## config.mk

```make
export PLATFORM = sky130hd
export DESIGN_NAME = cap_reader
export DESIGN_NICKNAME = d
export VERILOG_FILES = /design/src/rtl/cap_pkg.sv /design/src/rtl/cap_pick.sv /design/src/rtl/cap_drop_cnt.sv /design/src/rtl/cap_seq.sv /design/src/rtl/cap_reader.sv
export SDC_FILE = /design/constraint.sdc
export NUM_CORES = 1
export LEC_CHECK = 0
export BUFFER_PORTS_ARGS = -buffer_cell sky130_fd_sc_hd__buf_2
export CAP_MARGIN = 20
export CORE_MARGIN = 2
export CORE_UTILIZATION = 30
export CTS_BUF_LIST = sky130_fd_sc_hd__clkbuf_4
export DETAILED_ROUTE_END_ITERATION = 16
export PLACE_DENSITY_LB_ADDON = 0.3
export SLEW_MARGIN = 10
export SYNTH_ARGS = -nofsm -noshare
export SYNTH_HDL_FRONTEND = slang
export SYNTH_SLANG_ARGS = --single-unit
```

## constraint.sdc

```tcl
create_clock -name clk -period 3.4 [get_ports clk]
set_clock_uncertainty 0.2 [all_clocks]
set_input_delay 0.34 -clock clk [delete_from_list [all_inputs] [get_ports clk]]
set_output_delay 0.34 -clock clk [all_outputs]
set_load 0.01 [all_outputs]
```

## src/rtl/cap_pkg.sv

```systemverilog
package cap_pkg;

    localparam int unsigned NUM_CH   = 7;
    localparam int unsigned SMP_W    = 16;
    localparam int unsigned ADDR_W   = 8;
    localparam int unsigned DROP_W   = 8;
    localparam logic [7:0]  CAP_BASE = 8'h17;

    typedef enum logic [1:0] {
        ST_IDLE,
        ST_READ,
        ST_FIN
    } seq_state_e;

    // one-hot bit for channel index within a mask of n bits
    function automatic logic [31:0] ch_bit(input int unsigned idx);
        ch_bit = 32'd1 << idx;
    endfunction

endpackage

```

## src/rtl/cap_pick.sv

```systemverilog
module cap_pick #(
    parameter int unsigned N_CH = cap_pkg::NUM_CH,
    localparam int unsigned CH_W = (N_CH > 1) ? $clog2(N_CH) : 1
) (
    input  logic [N_CH-1:0] mask_i,
    output logic            any_o,
    output logic [CH_W-1:0] idx_o
);
    // lowest set bit wins: prefix OR chain marks bits already claimed below
    logic [N_CH:0] below;
    logic [N_CH-1:0] hit;

    assign below[0] = 1'b0;
    for (genvar g = 0; g < N_CH; g++) begin : g_chain
        assign hit[g]     = mask_i[g] & ~below[g];
        assign below[g+1] = below[g] | mask_i[g];
    end

    assign any_o = below[N_CH];

    always_comb begin
        idx_o = '0;
        for (int i = 0; i < N_CH; i++) begin
            if (hit[i]) idx_o = CH_W'(i);
        end
    end

endmodule

```

## src/rtl/cap_drop_cnt.sv

```systemverilog
module cap_drop_cnt #(
    parameter int unsigned CNT_W = cap_pkg::DROP_W
) (
    input  logic             clk,
    input  logic             rst,
    input  logic             hit_i,
    output logic [CNT_W-1:0] cnt_o
);
    logic [CNT_W-1:0] cnt_q;

    always_ff @(posedge clk) begin
        if (rst) begin
            cnt_q <= '0;
        end else if (hit_i && (cnt_q != {CNT_W{1'b1}})) begin
            cnt_q <= cnt_q + CNT_W'(1);
        end
    end

    assign cnt_o = cnt_q;

    // every dropped trigger below the ceiling advances the count by one
    p_drop_step_r8: assert property (@(posedge clk) disable iff (rst)
        (hit_i && (cnt_q != {CNT_W{1'b1}})) |=> (cnt_q == $past(cnt_q) + CNT_W'(1)));

    // count holds at its ceiling
    p_drop_sat_r8: assert property (@(posedge clk) disable iff (rst)
        (cnt_q == {CNT_W{1'b1}}) |=> (cnt_q == {CNT_W{1'b1}}));

endmodule

```

## src/rtl/cap_seq.sv

```systemverilog
module cap_seq
    import cap_pkg::*;
#(
    parameter int unsigned N_CH  = cap_pkg::NUM_CH,
    parameter int unsigned DW    = cap_pkg::SMP_W,
    parameter int unsigned AW    = cap_pkg::ADDR_W,
    parameter logic [7:0]  BASE  = cap_pkg::CAP_BASE,
    localparam int unsigned CH_W = (N_CH > 1) ? $clog2(N_CH) : 1
) (
    input  logic            clk,
    input  logic            rst,
    input  logic            trig_i,
    input  logic [N_CH-1:0] mask_i,
    output logic            busy_o,
    output logic            rd_req_o,
    output logic [AW-1:0]   rd_addr_o,
    output logic            rd_cap_o,
    input  logic            rd_ack_i,
    input  logic            rd_err_i,
    input  logic [DW-1:0]   rd_data_i,
    output logic            smp_valid_o,
    output logic [CH_W-1:0] smp_chan_o,
    output logic [DW-1:0]   smp_data_o,
    output logic            eob_o,
    output logic            eob_err_o
);
    seq_state_e      st_q;
    logic [N_CH-1:0] pend_q;
    logic            first_q;
    logic            err_q;
    logic            cur_any;
    logic [CH_W-1:0] cur_idx;
    logic [N_CH-1:0] rest;

    cap_pick #(.N_CH(N_CH)) u_pick (
        .mask_i (pend_q),
        .any_o  (cur_any),
        .idx_o  (cur_idx)
    );

    assign rest      = pend_q & ~N_CH'(ch_bit(32'(cur_idx)));
    assign busy_o    = (st_q != ST_IDLE);
    assign rd_req_o  = (st_q == ST_READ);
    assign rd_addr_o = AW'(BASE) + AW'(cur_idx);
    assign rd_cap_o  = rd_req_o & first_q;

    always_ff @(posedge clk) begin
        if (rst) begin
            st_q        <= ST_IDLE;
            pend_q      <= '0;
            first_q     <= 1'b0;
            err_q       <= 1'b0;
            smp_valid_o <= 1'b0;
            smp_chan_o  <= '0;
            smp_data_o  <= '0;
            eob_o       <= 1'b0;
            eob_err_o   <= 1'b0;
        end else begin
            smp_valid_o <= 1'b0;
            eob_o       <= 1'b0;
            unique case (st_q)
                ST_IDLE: begin
                    if (trig_i) begin
                        pend_q  <= mask_i;
                        first_q <= 1'b1;
                        err_q   <= 1'b0;
                        st_q    <= (|mask_i) ? ST_READ : ST_FIN;
                    end
                end
                ST_READ: begin
                    if (rd_ack_i) begin
                        first_q <= 1'b0;
                        if (rd_err_i) begin
                            err_q  <= 1'b1;
                            pend_q <= '0;
                            st_q   <= ST_FIN;
                        end else begin
                            smp_valid_o <= 1'b1;
                            smp_chan_o  <= cur_idx;
                            smp_data_o  <= rd_data_i;
                            pend_q      <= rest;
                            if (!(|rest)) st_q <= ST_FIN;
                        end
                    end
                end
                ST_FIN: begin
                    eob_o     <= 1'b1;
                    eob_err_o <= err_q;
                    st_q      <= ST_IDLE;
                end
                default: st_q <= ST_IDLE;
            endcase
        end
    end

    // requests stay inside the captured bank window
    p_addr_win_r2: assert property (@(posedge clk) disable iff (rst)
        rd_req_o |-> ((rd_addr_o >= AW'(BASE)) && (rd_addr_o < AW'(BASE) + AW'(N_CH))));

    // a request is only made while a channel is pending
    p_req_pending_r2: assert property (@(posedge clk) disable iff (rst)
        rd_req_o |-> cur_any);

    // once a read completes, no later request of the burst carries the flag
    p_cap_first_r3: assert property (@(posedge clk) disable iff (rst)
        (rd_req_o && rd_ack_i) |=> !rd_cap_o);

    // a good acknowledge yields a sample with the delivered data
    p_smp_after_ack_r4: assert property (@(posedge clk) disable iff (rst)
        (rd_req_o && rd_ack_i && !rd_err_i) |=> (smp_valid_o && (smp_data_o == $past(rd_data_i))));

    // samples and end markers never share a cycle
    p_out_excl_r5: assert property (@(posedge clk) disable iff (rst)
        $onehot0({smp_valid_o, eob_o}));

    // an errored read emits nothing and stops requesting
    p_abort_r6: assert property (@(posedge clk) disable iff (rst)
        (rd_req_o && rd_ack_i && rd_err_i) |=> (!smp_valid_o && !rd_req_o));

    // an empty-mask trigger makes no request
    p_empty_r7: assert property (@(posedge clk) disable iff (rst)
        (!busy_o && trig_i && (mask_i == '0)) |=> !rd_req_o);

    // an unanswered request is held unchanged
    p_req_hold_r9: assert property (@(posedge clk) disable iff (rst)
        (rd_req_o && !rd_ack_i) |=> (rd_req_o && $stable(rd_addr_o) && $stable(rd_cap_o)));

endmodule

```

## src/rtl/cap_reader.sv

```systemverilog
module cap_reader #(
    parameter int unsigned N_CH   = cap_pkg::NUM_CH,
    parameter int unsigned DW     = cap_pkg::SMP_W,
    parameter int unsigned AW     = cap_pkg::ADDR_W,
    parameter int unsigned DROP_W = cap_pkg::DROP_W,
    parameter logic [7:0]  BASE   = cap_pkg::CAP_BASE,
    localparam int unsigned CH_W  = (N_CH > 1) ? $clog2(N_CH) : 1
) (
    input  logic              clk,
    input  logic              rst,
    input  logic              trig_i,
    input  logic [N_CH-1:0]   chan_en_i,
    output logic              rd_req_o,
    output logic [AW-1:0]     rd_addr_o,
    output logic              rd_cap_o,
    input  logic              rd_ack_i,
    input  logic              rd_err_i,
    input  logic [DW-1:0]     rd_data_i,
    output logic              smp_valid_o,
    output logic [CH_W-1:0]   smp_chan_o,
    output logic [DW-1:0]     smp_data_o,
    output logic              eob_o,
    output logic              eob_err_o,
    output logic [DROP_W-1:0] drop_cnt_o
);
    logic busy;

    cap_seq #(
        .N_CH (N_CH),
        .DW   (DW),
        .AW   (AW),
        .BASE (BASE)
    ) u_seq (
        .clk         (clk),
        .rst         (rst),
        .trig_i      (trig_i),
        .mask_i      (chan_en_i),
        .busy_o      (busy),
        .rd_req_o    (rd_req_o),
        .rd_addr_o   (rd_addr_o),
        .rd_cap_o    (rd_cap_o),
        .rd_ack_i    (rd_ack_i),
        .rd_err_i    (rd_err_i),
        .rd_data_i   (rd_data_i),
        .smp_valid_o (smp_valid_o),
        .smp_chan_o  (smp_chan_o),
        .smp_data_o  (smp_data_o),
        .eob_o       (eob_o),
        .eob_err_o   (eob_err_o)
    );

    cap_drop_cnt #(.CNT_W(DROP_W)) u_drop (
        .clk   (clk),
        .rst   (rst),
        .hit_i (trig_i & busy),
        .cnt_o (drop_cnt_o)
    );

    // outputs are quiet in the cycle after reset
    p_reset_quiet_r1: assert property (@(posedge clk)
        rst |=> (!rd_req_o && !smp_valid_o && !eob_o && (drop_cnt_o == '0)));

endmodule

```

==> impl_metrics.ini, run 1 <==
[outcome]
status = complete, no violations

[synthesis]
synth-compound-area-share_pct = 19.4
synth.largest_area_cell = dfxtp_1
synth_top_family_by_area = simple AND/OR/NAND/NOR gates
synth_xor_area_share_pct = 1.32
synthAdderAreaFrac_pct = 4.40
synthSimpleGateAreaFrac_pct = 24.1
yosysWarnings = 0
synth_top_area_share_pct = 41.2
synthTopCellsByArea = dfxtp_1, nand2_1, a21oi_1
syn_inst = 235
ys_ff_latch = 41
syn_area_per_cell_um2 = 8.47
ys_seq_area_share_pct = 41.2
synth_cell_types = 50
syn_area_um2 = 1990
synth_mux_area_share_pct = 2.07

[floorplanning]
die_area_um2 = 7300
dieWidth_um = 85.5
core_um2 = 6390
die_y_um = 85.5
fp-row-count = 29
io_pins = 68
initial_core_util_pct = 31.2

[clock_network]
ctsHoldBuffers = 3
cts.path.max_buffers = 2
clk_latency_ns = 0.34
htree_levels = 2
cts_setup_buffers = 0
cts_root_buf = clkbuf_4
clkSlewWorstSetupHoldPaths_ns = 0.12
clock-sinks = 41
ctsResizeCount = 0
numCtsBuffers = 5
cts_tree = done

[setup_path]
cp_top_family = compound AO/OA/AOI/OAI gates
worstPathArrival_ns = 2.09
critical-path-max-stage-delay_ns = 0.46
setup.worst_path.class = reg2out
worstPathRequired_ns = 2.86
crit_buf_inv = 2
worstPathCellList = nand2b_1 -> a21oi_1 -> o21ai_0 -> ha_1 -> ha_1 -> inv_1 -> buf_2
cp-startpoint = u_seq.pend_q[4]
critPathMaxFanout = 5
cpMostUsedCell = ha_1
critPathLaunchType = flop
rr_startpoint = u_seq.pend_q[4]
end_kind = output port
slowest_stage = o21ai_0

[finish]
nNetsFinal = 331
drive_above_1_share_pct = 30.0
area_growth_pct = 20.6
final_cells = 374
fillers = 702
diodes = 0
final_area_um2 = 2400
register_area_um2 = 821
multi_input_area_um2 = 1040

[global_routing]
grtUsageTotal_pct = 13.3
grt_overflow_total = 0
grt_max_degree = 44
grt_pass1_vias = 1784
grt_pass1_wl_um = 7840
grt_antenna_before_repair = 0

[pwr]
ir_drop_mv = 0.184
p_leak_uw = 0.00105
pwr_density_cell_nw_per_um2 = 413

[timing]
post-route-period-util_pct = 77.5
layout_min_cycle_time_ns = 2.63
relSlewSlack_pct = 43.6
rsz0062_at_grt = no
worstMarginPinSlew_ns = 0.847
setup_violations = 0
hold_viol = 0
setup_tns_ns = 0
slew_violations = 0
clock.fmax_mhz = 380

[route]
wirelength_um = 4650
vias_per_cell = 4.76
drt_first_iter_violations = 55
drc = 0
wire_per_inst_um = 12.4
ant_nets = 0
drtPass1Iterations = 4
num_vias = 1779

[placed_design]
port_buffers = 63
gp_congestion = 0.871
place_area_um2 = 2320
dp_hpwl_um = 3330
dp_cells = 363

[min_path]
worstHoldStart = rd_data_i[7]
hold_class = in2reg

[job]
maxCapViolations = 0
[worst paths after layout]
path	endpoint	slack (ns)	cells past startpoint
max reg2reg	u_seq.st_q[1]	0.88	8
min reg2reg	u_seq.smp_data_o[7]	0.26	2
min	u_seq.smp_data_o[7]	0.02	3
max	rd_addr_o[2]	0.77	7
[worst register-to-register path: cells and delay by family (launching register included)]
kind	cells	cell delay (ns)
AO/OA/AOI/OAI	4	1.03
adder cells (fa/ha/maj)	2	0.46
flip-flops	1	0.40
AND/OR/NAND/NOR	2	0.36
[power breakdown]
part           switching (µW)  internal [µW]
Clock                     158           75.0
Combinational             136           96.8
Sequential               24.3            503
[cell families (layout without fill, tap and decap cells)]
family                   after synthesis  count (layout)
other                                  2               4
AO/OA/AOI/OAI                         57              57
adder cells (fa/ha/maj)                7               7
multiplexers                           4               4
flip-flops                            41              41
buffers and inverters                 27              87
AND/OR/NAND/NOR                       94              94
XOR/XNOR                               3               3
[cell usage in the layout, fill, tap and decap left out, types with 2 or more instances in the layout]
master and n:
dlygate4sd3_1 3, nor3_1 5, mux2i_1 3, nand2b_1 3, nand2_1 45, a21oi_2 6
ha_1 7, conb_1 4, clkinv_1 2, xnor2_1 3, inv_1 12, o21ai_0 7
clkbuf_4 5, o22ai_1 2, nor2b_1 4, a211oi_1 2, nor2_1 19, dfxtp_1 41
nand3_1 4, a21oi_1 26, buf_2 63
[routing by layer]
layer / routed length (µm) / GRT usage (%) / share of wire, % / vias up
met4: 56 / 4.76 / 1.2 / 0
met3: 215 / 3.02 / 4.6 / 7
met1: 2160 / 16.9 / 46 / 822
met2: 2220 / 22.0 / 48 / 39
li1: - / - / - / 911
met5: 0 / 0 / 0 / -
[synthesized netlist by cell type, drive strengths merged]
cell type and instances:
or3 1, a2111oi 1, xnor2 3, a221oi 1, clkbuf 6, o41ai 2, a211oi 2, nor4 2
nor3b 2, a41oi 1, and2 1, mux2i 3, nor2 20, nor2b 4, a21boi 1, nor3 5
buf 9, o22ai 2, nand3 4, nor4b 1, nand4bb 1, inv 12, nand3b 1, nand2b 3
a21bo 1, or4 1, a311oi 1, a31o 1, or2 1, o31ai 1, o211ai 1, conb 2
o21ai 8, dfxtp 41, a21oi 32, or3b 1, nand2 45, and4 1, a31oi 1, ha 7
mux2 1, a2bb2oi 1
[flip-flops by register name, indices dropped and copies added, names as in the netlist, 2 cells and up]
register and count:
u_drop.cnt_o 8, u_seq.pend_q 7, u_seq.st_q 2, u_seq.smp_chan_o 3, u_seq.smp_data_o 16
[cell type report]
| class | instances | area share [%] |
|---|---|---|
| Clock inverter | 3 | 0.521 |
| Multi-Input combinational cell | 169 | 43.1 |
| Sequential cell | 41 | 34.2 |
| Tap cell | 77 | 4.01 |
| Clock buffer | 5 | 1.56 |
| Inverter | 12 | 1.88 |
| Timing Repair Buffer | 67 | 14.7 |
[through the flow]
step / power [µW] / setup slack [ns] / hold WS (ns) / util, %
4_1_cts: 1010 / 0.757 / 0.000393 / 37.6
5_1_grt: 1060 / 0.581 / 0.00537 / 37.6
2_1_floorplan: 698 / 1.03 / 0.248 / -
6_report: 993 / 0.766 / 0.0243 / 37.6
3_5_place_dp: 771 / 0.893 / 0.248 / 36.3
3_3_place_gp: 769 / 1.08 / 0.240 / 36.3
Power figures use the tool's default switching activity.
==> inputs of run 2 (changes only) <==
--- a/config.mk
+++ b/config.mk
@@ -5,6 +5,7 @@
 export SDC_FILE = /design/constraint.sdc
 export NUM_CORES = 1
 export LEC_CHECK = 0
+export ABC_AREA = 1
 export BUFFER_PORTS_ARGS = -buffer_cell sky130_fd_sc_hd__buf_2
 export CAP_MARGIN = 20
 export CORE_MARGIN = 2
==> constraint.sdc (replaced) <==
create_clock -name clk -period 2.52 [get_ports clk]
set_clock_uncertainty 0.2 [all_clocks]
set_input_delay 0.252 -clock clk [delete_from_list [all_inputs] [get_ports clk]]
set_output_delay 0.252 -clock clk [all_outputs]
set_load 0.01 [all_outputs]
==> impl_metrics.ini, run 2 <==
[timing]
layout_min_cycle_time_ns = 2.41
post-route-period-util_pct = 95.7
clock.fmax_mhz = 415
hold_viol = 0
slew_violations = 0
setup_violations = 0

[finish]
final_cell_mix = buf_2, nor2_1, dfxtp_1
fillers = 703
area_growth_pct = 30.1
drive_above_1_share_pct = 29.4
diodes = 0
layout_commonest_cell = buf_2
fin_util_pct = 39.6
largest_register_ffs = 16
final_cells = 424
nNetsFinal = 378
top_register = u_seq.smp_data_o

[synthesis]
synth_top_family_by_area = simple AND/OR/NAND/NOR gates
synth.largest_area_cell = dfxtp_1
ys_ff_latch = 41
synth-compound-area-share_pct = 18.6
async_flop_share_pct = 0
syn_inst = 264
yosysMostFrequentCell = nor2_1
synth_mux_area_share_pct = 0
yosysWarnings = 0
ys.flop_type = dfxtp_1
syn_area_um2 = 2040
synthAdderAreaFrac_pct = 4.30
synthSimpleGateAreaFrac_pct = 25.1
ys_seq_area_share_pct = 40.3
synth_top_area_share_pct = 40.3
synthTopCellsByArea = dfxtp_1, nor2_1, o21ai_0
synth-edff-count = 0
syn_area_per_cell_um2 = 7.71
synth_cell_types = 38
ys_top_cells_by_count = nor2_1, dfxtp_1, inv_1
synth_xor_area_share_pct = 0

[pwr]
pwr_density_cell_nw_per_um2 = 688
p_leak_uw = 0.00132
ir_drop_mv = 0.305

[floorplanning]
io_pins = 68
initial_core_util_pct = 30.5
core_um2 = 6680
fp-row-count = 30
die_area_um2 = 7460
die_y_um = 86.4
dieWidth_um = 86.4

[placed_design]
gp_congestion = 0.850
dp_hpwl_um = 3570
dp_cells = 398
port_buffers = 63

[global_routing]
grt_overflow_total = 0
grtUsageTotal_pct = 14.4
grt_antenna_before_repair = 0
grt_pass1_wl_um = 8490
grt_max_degree = 31
grt_pass1_vias = 1796

[clock_network]
cts_root_buf = clkbuf_4
cts_tree = done
htree_levels = 2
clock-sinks = 41
numCtsBuffers = 5
cts.path.max_buffers = 2
clkSlewWorstSetupHoldPaths_ns = 0.11
clk_latency_ns = 0.34

[setup_path]
setup.worst_path.class = reg2out
worstPathRequired_ns = 2.07
rr_startpoint = u_seq.pend_q[1]
cp-startpoint = u_seq.pend_q[1]
crit_buf_inv = 3
critPathMaxFanout = 5
critPathLaunchType = flop
end_kind = output port
reg2reg_slack_ns = 0.19
worstPathCellList = nor2_4 -> nand4_4 -> o22ai_4 -> inv_1 -> ha_1 -> ha_1 -> inv_1 -> buf_2
cp_top_family = adder cells
critical-path-max-stage-delay_ns = 0.37
worstPathArrival_ns = 1.96
slowest_stage = dfxtp_2

[route]
ant_nets = 0
drt_first_iter_violations = 83
vias_per_cell = 4.58
drtPass1Iterations = 4
wirelength_um = 5310
wire_per_inst_um = 12.5
drc = 0
num_vias = 1944

[min_path]
hold_class = in2reg
worstHoldStart = chan_en_i[0]

[job]
maxCapViolations = 0

[outcome]
status = complete, no violations
[run 2: cells by family (layout without fill, tap and decap cells)]
kind of cell	Yosys count	after routing
flops	41	41
buf+inv	49	127
fa+ha+maj	7	7
other cells	2	4
compound gates	61	61
simple gates	104	104
[run 2: what timing repair did]
action,CTS,global route
endpoints found under the setup margin,1,2
pin swaps,0,2
endpoints found under the hold margin,16,0
setup buffers,0,2
gates resized for setup,1,4
hold buffers,16,0
[run 2: worst paths after layout]
kind                                   endpoint  cells past startpoint
worst max-delay path               rd_addr_o[2]                      8
worst min-delay path            u_seq.pend_q[0]                      3
worst max register to register    u_seq.st_q[0]                     14
worst min register to register  u_drop.cnt_o[4]                      2
[run 2: worst min-delay path, delay by kind of cell]
kind,cells,cell delay [ns]
buffers and inverters,1,0.10
AOI/OAI and AO/OA,2,0.19
[run 2: cell type report]
cell class                      instances  area, µm²  share of cell area, %
Sequential cell                        41        825                   31.1
Multi-Input combinational cell        176       1000                   37.9
Clock inverter                          2       33.8                   1.28
Inverter                               37        141                   5.34
Clock buffer                            6       45.0                   1.70
Tap cell                               80        100                   3.78
Timing Repair Buffer                   82        498                   18.8
[run 2: power by group]
part	switching (µW)	internal, µW	leakage, µW	total [µW]
Clock	214	218	0.0000433	431
Sequential	55.4	714	0.000336	769
Combinational	374	246	0.000938	620
[run 2: through the flow]
stage	power [µW]	setup TNS (ns)	hold WS [ns]	setup WS, ns	area [µm²]
6_report	1820	0	0.0404	0.108	2650
5_1_grt	1960	-0.0223	0.0362	-0.0223	2650
4_1_cts	1810	0	0.0284	0.0421	2620
3_5_place_dp	1350	0	0.252	0.104	2380
3_3_place_gp	1350	0	0.250	0.190	2380
2_1_floorplan	1180	0	0.187	0.313	2040
[run 2: routing by layer]
layer  track usage [%]  part of all wire [%]  vias to the layer above
li1                  -                     -                     1000
met1              18.7                    45                      873
met2              23.4                    47                       65
met3              3.43                   6.2                        6
met4              4.97                   1.5                        0
met5                 0                     0                        -
==> inputs of run 3 (changes only) <==
--- a/config.mk
+++ b/config.mk
@@ -10,7 +10,6 @@
 export CAP_MARGIN = 20
 export CORE_MARGIN = 2
 export CORE_UTILIZATION = 30
-export CTS_BUF_LIST = sky130_fd_sc_hd__clkbuf_4
 export DETAILED_ROUTE_END_ITERATION = 16
 export PLACE_DENSITY_LB_ADDON = 0.3
 export SLEW_MARGIN = 10
==> impl_metrics.ini, run 3 (synthesized netlist as in run 2, its figures left out) <==
[setup_path]
end_kind = output port
worstPathRequired_ns = 2.07
setup.worst_path.class = reg2out
r2r_cells = 14
critPathLaunchType = flop
worstPathArrival_ns = 1.93
critPathMaxFanout = 5

[route]
ant_nets = 0
wirelength_um = 5240
num_vias = 1934
wire_per_inst_um = 12.4
vias_per_cell = 4.57
drc = 0
drt_first_iter_violations = 95
drtPass1Iterations = 4

[timing]
setup_violations = 0
setup_tns_ns = 0
layout_min_cycle_time_ns = 2.38
post-route-period-util_pct = 94.4
hold_viol = 0
timing.hold.ws_ns = 0.0893
rsz0062_at_grt = no
slew_violations = 0
clock.fmax_mhz = 420
fin_ws_ns = 0.140

[finish]
top_register = u_seq.smp_data_o
area_growth_pct = 31.0
diodes = 0
drive_above_1_share_pct = 28.3
final_cell_mix = buf_2, nor2_1, dfxtp_1
nNetsFinal = 377
final_cells = 423
largest_register_ffs = 16
final_area_um2 = 2670
layout_commonest_cell = buf_2
fillers = 699

[outcome]
status = complete, no violations

[pwr]
p_leak_uw = 0.00133
p_seq_share_pct = 39.9
pwr_density_cell_nw_per_um2 = 721
ir_drop_mv = 0.321
p_int_uw = 1270
netSwitchingPower_uw = 651
p_sw_share_pct = 33.9
combPwrFrac_pct = 31.3
power_frac_clock_pct = 28.8

[placed_design]
dp_hpwl_um = 3570
dp_cells = 398
place_area_um2 = 2380
gp_congestion = 0.850
port_buffers = 63
dp_slack_ns = 0.104

[global_routing]
grt_pass1_vias = 1778
grt_max_degree = 31
grt_overflow_total = 0
grt_pass1_wl_um = 8470
grt_antenna_before_repair = 0
grtUsageTotal_pct = 14.4

[clock_network]
cts_tree = done
numCtsBuffers = 5
clk_latency_ns = 0.30
cts.path.max_buffers = 2
clock-sinks = 41
cts_root_buf = clkbuf_8
htree_levels = 2
clkSlewWorstSetupHoldPaths_ns = 0.07

[floorplanning]
initial_core_util_pct = 30.5
dieWidth_um = 86.4
core_um2 = 6680
die_area_um2 = 7460
die_y_um = 86.4
io_pins = 68
fp-row-count = 30

[min_path]
whs_path_depth = 3
hold_class = in2reg

[job]
maxCapViolations = 0
==> run 3: cell types whose count changed in the layout (fill, tap and decap cells not counted), sizes merged <==
cell / change
clkbuf: +1
buf: -1
clkinv: -1
==> run 3: layer usage <==
layer / up-vias / GRT usage [%] / part of all wire, % / wire length [µm]
met5: - / 0 / 0 / 0
met4: 0 / 4.26 / 1.1 / 55
met3: 5 / 3.71 / 6.1 / 320
met2: 63 / 23.7 / 47 / 2470
met1: 866 / 18.7 / 46 / 2390
li1: 1000 / - / - / -
==> run 3: what timing repair did <==
action                                  in CTS  in global routing
endpoints found under the setup margin       0                  4
hold buffers                                16                  0
endpoints found under the hold margin       16                  0
gates resized for setup                      0                  1
setup buffers                                0                  1
==> run 3: final cells by class <==
type	count	area, µm²	share of cell area, %
Sequential cell	41	821	30.8
Timing Repair Buffer	81	490	18.4
Clock buffer	7	86.3	3.24
Clock inverter	1	30.0	1.13
Inverter	37	141	5.30
Multi-Input combinational cell	176	997	37.4
Tap cell	80	100	3.75
==> run 3: final timing paths <==
kind                        start  slack [ns]               to
setup / recovery  u_seq.pend_q[2]        0.14     rd_addr_o[2]
hold / removal       chan_en_i[0]        0.09  u_seq.pend_q[0]
setup reg to reg  u_seq.pend_q[2]        0.18    u_seq.st_q[0]
hold reg to reg   u_drop.cnt_o[4]        0.26  u_drop.cnt_o[4]
==> run 3: power groups by stage <==
stage	sequential [µW]	combinational [µW]	clock, µW
6_report	767	601	554
5_1_grt	776	681	600
4_1_cts	765	595	570
3_5_place_dp	779	572	0
3_3_place_gp	777	569	0
2_1_floorplan	788	394	0
==> run 3: worst max-delay path, cell delays in order (launching register included) <==
cell	delay (ns)
dfxtp_1	0.45
nor2_4	0.08
buf_4	0.15
o22ai_2	0.18
inv_1	0.11
ha_1	0.22
ha_1	0.28
inv_1	0.05
buf_2	0.12
==> run 3: stage by stage <==
step | total power [µW] | util [%]
global placement | 1350 | 35.6
CTS | 1930 | 39.7
finish | 1920 | 39.9
global route | 2060 | 39.9
detailed placement | 1350 | 35.6
floorplan | 1180 | -
